$ cat src/rtl/adc_pack_pkg.sv
package adc_pack_pkg;

  parameter int unsigned ADC_BITS  = 14;
  parameter int unsigned SMP_BITS  = ADC_BITS + 2;
  parameter int unsigned PAIR_BITS = 2 * SMP_BITS;

  typedef logic [SMP_BITS-1:0]  smp_t;
  typedef logic [PAIR_BITS-1:0] pair_t;

  // Pad bit on top, converter word in the middle, over-range flag at the bottom.
  function automatic smp_t form_sample(input logic [ADC_BITS-1:0] word,
                                       input logic ovr);
    return {1'b0, word, ovr};
  endfunction

endpackage

$ cat src/rtl/adc_edge_regs.sv
module adc_edge_regs
  import adc_pack_pkg::*;
(
  input  logic                clk,
  input  logic                rst,
  input  logic [ADC_BITS-1:0] adc_data,
  input  logic                adc_ovr,
  output smp_t                rise_smp,
  output smp_t                fall_smp
);

  smp_t now_smp;
  assign now_smp = form_sample(adc_data, adc_ovr);

  always_ff @(posedge clk) begin
    if (rst) rise_smp <= '0;
    else     rise_smp <= now_smp;
  end

  always_ff @(negedge clk) begin
    if (rst) fall_smp <= '0;
    else     fall_smp <= now_smp;
  end

endmodule

$ cat src/rtl/adc_run_ctrl.sv
module adc_run_ctrl #(
  parameter int unsigned CNT_W = 25
) (
  input  logic             clk,
  input  logic             rst,
  input  logic             en,
  input  logic             stop,
  input  logic [CNT_W-1:0] target,
  output logic             start,
  output logic             emit,
  output logic [CNT_W-1:0] count,
  output logic             done,
  output logic             done_forced
);

  localparam logic [CNT_W:0] STEP = (CNT_W+1)'(2);

  logic             active;
  logic             phase;
  logic             spent;
  logic [CNT_W-1:0] goal;
  logic [CNT_W:0]   next_cnt;
  logic             reached;

  assign start    = en && !active && !spent;
  assign emit     = en && active && !stop && phase;
  assign next_cnt = {1'b0, count} + STEP;
  assign reached  = next_cnt >= {1'b0, goal};

  always_ff @(posedge clk) begin
    if (rst) begin
      active      <= 1'b0;
      phase       <= 1'b0;
      spent       <= 1'b0;
      goal        <= '0;
      count       <= '0;
      done        <= 1'b0;
      done_forced <= 1'b0;
    end else begin
      done        <= 1'b0;
      done_forced <= 1'b0;
      if (!en) begin
        active <= 1'b0;
        phase  <= 1'b0;
        spent  <= 1'b0;
      end else if (start) begin
        active <= 1'b1;
        phase  <= 1'b0;
        count  <= '0;
        goal   <= target & ~CNT_W'(1);
      end else if (active) begin
        if (stop) begin
          active      <= 1'b0;
          phase       <= 1'b0;
          spent       <= 1'b1;
          done        <= 1'b1;
          done_forced <= 1'b1;
        end else if (phase) begin
          count <= next_cnt[CNT_W-1:0];
          if (reached) begin
            active <= 1'b0;
            phase  <= 1'b0;
            spent  <= 1'b1;
            done   <= 1'b1;
          end
        end else begin
          phase <= 1'b1;
        end
      end
    end
  end

endmodule

$ cat src/rtl/adc_pair_packer.sv
module adc_pair_packer
  import adc_pack_pkg::*;
(
  input  logic  clk,
  input  logic  rst,
  input  logic  start,
  input  logic  emit,
  input  logic  full,
  input  smp_t  rise_smp,
  input  smp_t  fall_smp,
  output logic  wr_en,
  output pair_t wr_data,
  output logic  overflow
);

  smp_t  lane [2];
  pair_t word;

  assign lane[0] = rise_smp;
  assign lane[1] = fall_smp;

  for (genvar g = 0; g < 2; g++) begin : g_lane
    assign word[g*SMP_BITS +: SMP_BITS] = lane[g];
  end

  always_ff @(posedge clk) begin
    if (rst) begin
      wr_en    <= 1'b0;
      wr_data  <= '0;
      overflow <= 1'b0;
    end else begin
      wr_en <= emit && !full;
      if (emit) wr_data <= word;
      if (start)             overflow <= 1'b0;
      else if (emit && full) overflow <= 1'b1;
    end
  end

endmodule

$ cat src/rtl/adc_ddr_packer.sv
module adc_ddr_packer
  import adc_pack_pkg::*;
#(
  parameter int unsigned CNT_W = 25
) (
  input  logic                 clk,
  input  logic                 rst,
  input  logic [ADC_BITS-1:0]  adc_data,
  input  logic                 adc_ovr,
  input  logic                 cap_en,
  input  logic                 cap_stop,
  input  logic [CNT_W-1:0]     cap_target,
  input  logic                 fifo_full,
  output logic                 fifo_wr_en,
  output logic [PAIR_BITS-1:0] fifo_wr_data,
  output logic [CNT_W-1:0]     cap_count,
  output logic                 cap_done,
  output logic                 cap_done_forced,
  output logic                 cap_overflow
);

  smp_t rise_smp;
  smp_t fall_smp;
  logic start;
  logic emit;

  adc_edge_regs u_edges (
    .clk      (clk),
    .rst      (rst),
    .adc_data (adc_data),
    .adc_ovr  (adc_ovr),
    .rise_smp (rise_smp),
    .fall_smp (fall_smp)
  );

  adc_run_ctrl #(.CNT_W(CNT_W)) u_ctrl (
    .clk         (clk),
    .rst         (rst),
    .en          (cap_en),
    .stop        (cap_stop),
    .target      (cap_target),
    .start       (start),
    .emit        (emit),
    .count       (cap_count),
    .done        (cap_done),
    .done_forced (cap_done_forced)
  );

  adc_pair_packer u_pack (
    .clk      (clk),
    .rst      (rst),
    .start    (start),
    .emit     (emit),
    .full     (fifo_full),
    .rise_smp (rise_smp),
    .fall_smp (fall_smp),
    .wr_en    (fifo_wr_en),
    .wr_data  (fifo_wr_data),
    .overflow (cap_overflow)
  );

endmodule

$ cat config.mk
export PLATFORM = sky130hd
export DESIGN_NAME = adc_ddr_packer
export DESIGN_NICKNAME = d
export VERILOG_FILES = /design/src/rtl/adc_pack_pkg.sv /design/src/rtl/adc_edge_regs.sv /design/src/rtl/adc_run_ctrl.sv /design/src/rtl/adc_pair_packer.sv /design/src/rtl/adc_ddr_packer.sv
export SDC_FILE = /design/constraint.sdc
export NUM_CORES = 1
export LEC_CHECK = 0
export ABC_AREA = 0
export BUFFER_PORTS_ARGS = -buffer_cell sky130_fd_sc_hd__buf_2
export CORE_ASPECT_RATIO = 1.25
export CORE_MARGIN = 4
export CORE_UTILIZATION = 54
export DETAILED_ROUTE_END_ITERATION = 10
export PLACE_DENSITY = 0.79
export SLEW_MARGIN = 20
export SYNTH_ARGS = -nofsm -noshare
export SYNTH_HDL_FRONTEND = slang
export SYNTH_SLANG_ARGS = --single-unit
export TNS_END_PERCENT = 20
$ cat constraint.sdc
create_clock -name clk -period 3.9 [get_ports clk]
set_input_delay 0.78 -clock clk [delete_from_list [all_inputs] [get_ports clk]]
set_output_delay 0.78 -clock clk [all_outputs]
set_load 0.03 [all_outputs]
==> impl.org <==
** Status
- The run finished with clean final reports.

** Critical path
- Counting stages on the worst path, the most repeated cell is nand3_1.
- In this run the worst path has a maximum fanout of 11.
- The critical path goes through and4_4, and4_1, and2_1, nand3_1, xnor2_1, ha_1, nand3_1, nor4_2, nand2_1, o21ai_0, o221a_2.
- Largest stage delay on the critical path :: 510 ps
- Startpoint kind of the worst setup timing path :: flop
- The worst register-to-register path has a setup slack of 280 ps.
- R2r startpoint :: u_ctrl.count[10]
- Crit. End Element :: flop
- CP Class :: reg -> reg
- Number of cells on the worst reg-to-reg path :: 11
- Among cell families on the critical path, the largest total delay comes from simple AND/OR/NAND/NOR gates.
- Reg2reg end :: u_ctrl.spent
- The number of buffers and inverters on the critical path is 0.
- Data arrives at the worst endpoint at 4090 ps.
- For this design, the slowest cell found on the critical path is dfxtp_1.
- Data required time at the worst endpoint :: 4370 ps

** STA
- Transition time at the pin with the least slew margin :: 1010 ps
- For this run, the top clock speed supported by timing is 0.276 GHz.
- Post-Route Skew :: approximately 27 ps
- Setup violations remaining at the end of the flow were counted as 0.
- Max-slew violation count :: 0
- Setup repair after global routing left no endpoint under its margin.
- For the finished layout, the period the worst path requires is between 3000 and 4000 ps.
- The hold violation total from the final report came to 0.
- After routing, the total negative slack on setup checks comes to 0 ps.
- Dividing the final minimum period by the clock period gives 92.9%.
- Relative max-transition margin :: 32.5%

** Hold path
- The worst hold path passes through 2 cells.
- The path with the worst hold slack has its endpoint at u_pack.wr_data[1].
- The min-delay analysis places its worst path in the category reg -> reg.
- Worst min-delay path startpoint :: u_edges.rise_smp[1]

** Drt
- In the final routed layout, each cell accounts on average for about 15 um.
- Detailed-route DRC error count :: 0
- Number of nets with antenna violations after routing :: 0
- The final layout contains routed wiring with a total length of between 10000 and 15000 um.
- DRC marker count from the first detailed-route iteration :: 434
- Pre-Repair DR Iteration Count :: 5
- Summing over every cut layer, the via total after detailed routing is between 4000 and 5000.
- Number of vias per cell :: approximately 5.4

** Power
- Reported leakage power :: between 2 and 3 nW
- PwrDens :: just under 500 nW/um^2
- Peak supply drop :: between 0.4 and 0.5 mV

** Clock network
- TritonCTS built the clock tree.
- Largest buffer count on any clock path :: 2
- Sinks on the clock net :: 115
- Clock input transition at the sequential cells of the worst setup and hold paths :: 60 ps
- Maximum level of the CTS H-tree :: 4
- Number of clock buffers inserted by TritonCTS :: 17
- # hold bufs at CTS :: 0
- Buffer cell driving the clock tree root :: clkbuf_8
- At the later pin of the worst-skew pair, clock insertion delay measures 520 ps.

** Synthesis
- Number of distinct library cell variants in the gate-level netlist after synthesis :: 50
- Counting flops with an async set or reset pin after synthesis yields a share of 0%.
- Post-synth EDFFs :: 0
- In the synthesized netlist the dominant register cell turns out to be dfxtp_1.
- During synthesis, Yosys emitted a total of 0 warnings.
- Per-instance average area after synthesis :: ~8.3 um^2
- Synthesis inferred ~120 register bits.
- The mapped netlist covers 4960 um^2.
- Counting every instance in the synthesized netlist gives roughly 590.
- Sequential area share after synthesis :: 46.4%

** Global routing
- Global-route usage over all layers :: 23.9%
- The first global-routing pass estimated 20300 um of wire.
- For this run the aggregate overflow at the end of global routing stands at 0.
- Number of global-route vias before repair :: 4376
- Entering global routing, the biggest net connects 49 pins.
- Number of antenna violations at the first check in global routing :: 0

** Cells and area
- Finished layout cell area :: 6200 um^2
- In the layout the commonest cells are nand2_1, dfxtp_1, buf_2, a21oi_1, inv_1.
- The final layout contains between 700 and 800 nets.
- Most common cell after layout, fill and taps aside :: nand2_1
- Of the cells placed in the final design, the portion with a size suffix greater than 1 is 21.4%.
- The area growth from synthesis to layout is 25.1%.
- Antenna fix cells :: 0

** Floorplan
- Number of rows in the core area :: 38
- # IOs :: 106
- In this run the vertical extent of the chip is 115 um.
- Die Span X :: 93.7 um
- The core region is a little under 9000 um^2.
- For this configuration, the core starts out at a cell density of 56.1%.
- Die Footprint :: between 10000 and 15000 um^2

** Placement
- Routability-driven placement finished with a final weighted congestion of 0.940.
- Detailed placement ended at an HPWL of 8440 um.
- Input/output buffers :: 101
- Once placement finished, the instance area stood at between 5000 and 6000 um^2.

** Job
- The tool flagged a number of max-cap violations equal to 0.
## synthesized netlist by cell type, types with 2 or more instances
master / n / area [um^2]
buf_4: 5 / 37.5
nor3_1: 5 / 25.0
buf_2: 7 / 35.0
nand2_1: 132 / 495
clkbuf_1: 21 / 78.8
nand2b_1: 3 / 18.8
nand4b_1: 2 / 17.5
o31ai_1: 11 / 82.6
and2_1: 5 / 31.3
dfxtp_1: 115 / 2300
nor2b_1: 17 / 106
and4_1: 4 / 35.0
a41oi_1: 2 / 17.5
o21ai_0: 31 / 155
buf_1: 2 / 7.51
a31oi_1: 8 / 50.1
xnor2_1: 19 / 166
nor4_1: 2 / 12.5
nor2_1: 17 / 63.8
nand4_1: 7 / 43.8
nand3_1: 12 / 60.1
xor2_1: 4 / 35.0
and2_0: 2 / 12.5
and3_1: 2 / 12.5
a21oi_1: 79 / 395
inv_1: 28 / 105
a211oi_1: 2 / 15.0
ha_1: 25 / 313
or3_1: 4 / 25.0
## metrics by stage
stage | utilization [%] | worst slack [ps] | instances | hold slack (ps) | power, mW
after floorplan | - | 430 | 596 | 417 | 1.38
after global placement | 62.6 | 455 | 792 | 421 | 1.43
after detailed placement | 62.6 | 311 | 792 | 427 | 1.43
after CTS | 70.0 | 195 | 838 | 418 | 3.02
after global routing | 70.1 | 93.9 | 838 | 427 | 3.12
final | 70.1 | 276 | 838 | 436 | 3.00
## worst max-delay path by stage
stage | start | endpoint | cells after the start
after floorplan | rst | u_edges.fall_smp[10] | 3
after global placement | rst | u_edges.fall_smp[4] | 2
after detailed placement | u_ctrl.count[10] | u_ctrl.spent | 11
after CTS | u_ctrl.count[10] | u_ctrl.spent | 11
after global routing | u_ctrl.count[10] | u_ctrl.phase | 11
final | u_ctrl.count[10] | u_ctrl.spent | 11
## state kept, by name (all words and copies together), names as in the netlist
signal and count:
u_pack.wr_en 1, u_edges.rise_smp 15, u_ctrl.goal 24, u_edges.fall_smp 15, u_ctrl.count 24, u_ctrl.active 1
u_ctrl.phase 1, u_ctrl.done 1, u_ctrl.done_forced 1, u_pack.overflow 1, u_ctrl.spent 1, u_pack.wr_data 30
## cell families (layout without fill, tap and decap cells)
kind of cell               after synthesis  in the layout  share of synthesized area [%]
and+or+nand+nor                        223            223                           21.3
AOI/OAI and AO/OA                      142            142                           16.1
xor gates and xnor gates                23             23                           4.06
other                                    1              3                         0.0756
adders and majority gates               25             25                           6.31
DFF                                    115            115                           46.4
buffers and inverters                   65            187                           5.65
## worst reg2reg max path, delay by kind of cell (launching register included)
kind                       cells  cell delay [ps]
AOI/OAI and AO/OA              2              690
xor gates and xnor gates       1              160
adders and majority gates      1              300
DFF                            1              510
and+or+nand+nor                7             1930
## layout make-up
| cell class | count | area, um^2 |
|---|---|---|
| Inverter | 27 | 101 |
| Clock inverter | 27 | 194 |
| Multi-Input combinational cell | 416 | 2390 |
| Tap cell | 120 | 150 |
| Fill cell | 713 | 2640 |
| Sequential cell | 115 | 2300 |
| Clock buffer | 20 | 468 |
| Timing Repair Buffer | 113 | 596 |
## power by group
part / total (mW) / switching (mW) / leakage, nW / internal, mW
Sequential: 1.23 / 0.0172 / 0.939 / 1.21
Clock: 1.61 / 0.600 / 0.380 / 1.01
Combinational: 0.160 / 0.102 / 1.41 / 0.0581
## metal layers
metal / up-vias / track usage, % / wire, um
li1: 2238 / - / -
met1: 2100 / 26.3 / 4880
met2: 192 / 41.9 / 6190
met3: 37 / 7.92 / 947
met4: 0 / 10.4 / 371
met5: - / 0 / 0
## what timing repair did
| item | 4_1_cts | 5_1_grt |
|---|---|---|
| setup buffers | 0 | 0 |
| resized for setup | 0 | 1 |
| setup endpoints to repair | 0 | 3 |
| endpoints found under the hold margin | 0 | 0 |
Note: power is estimated with default switching activity, not from simulation.
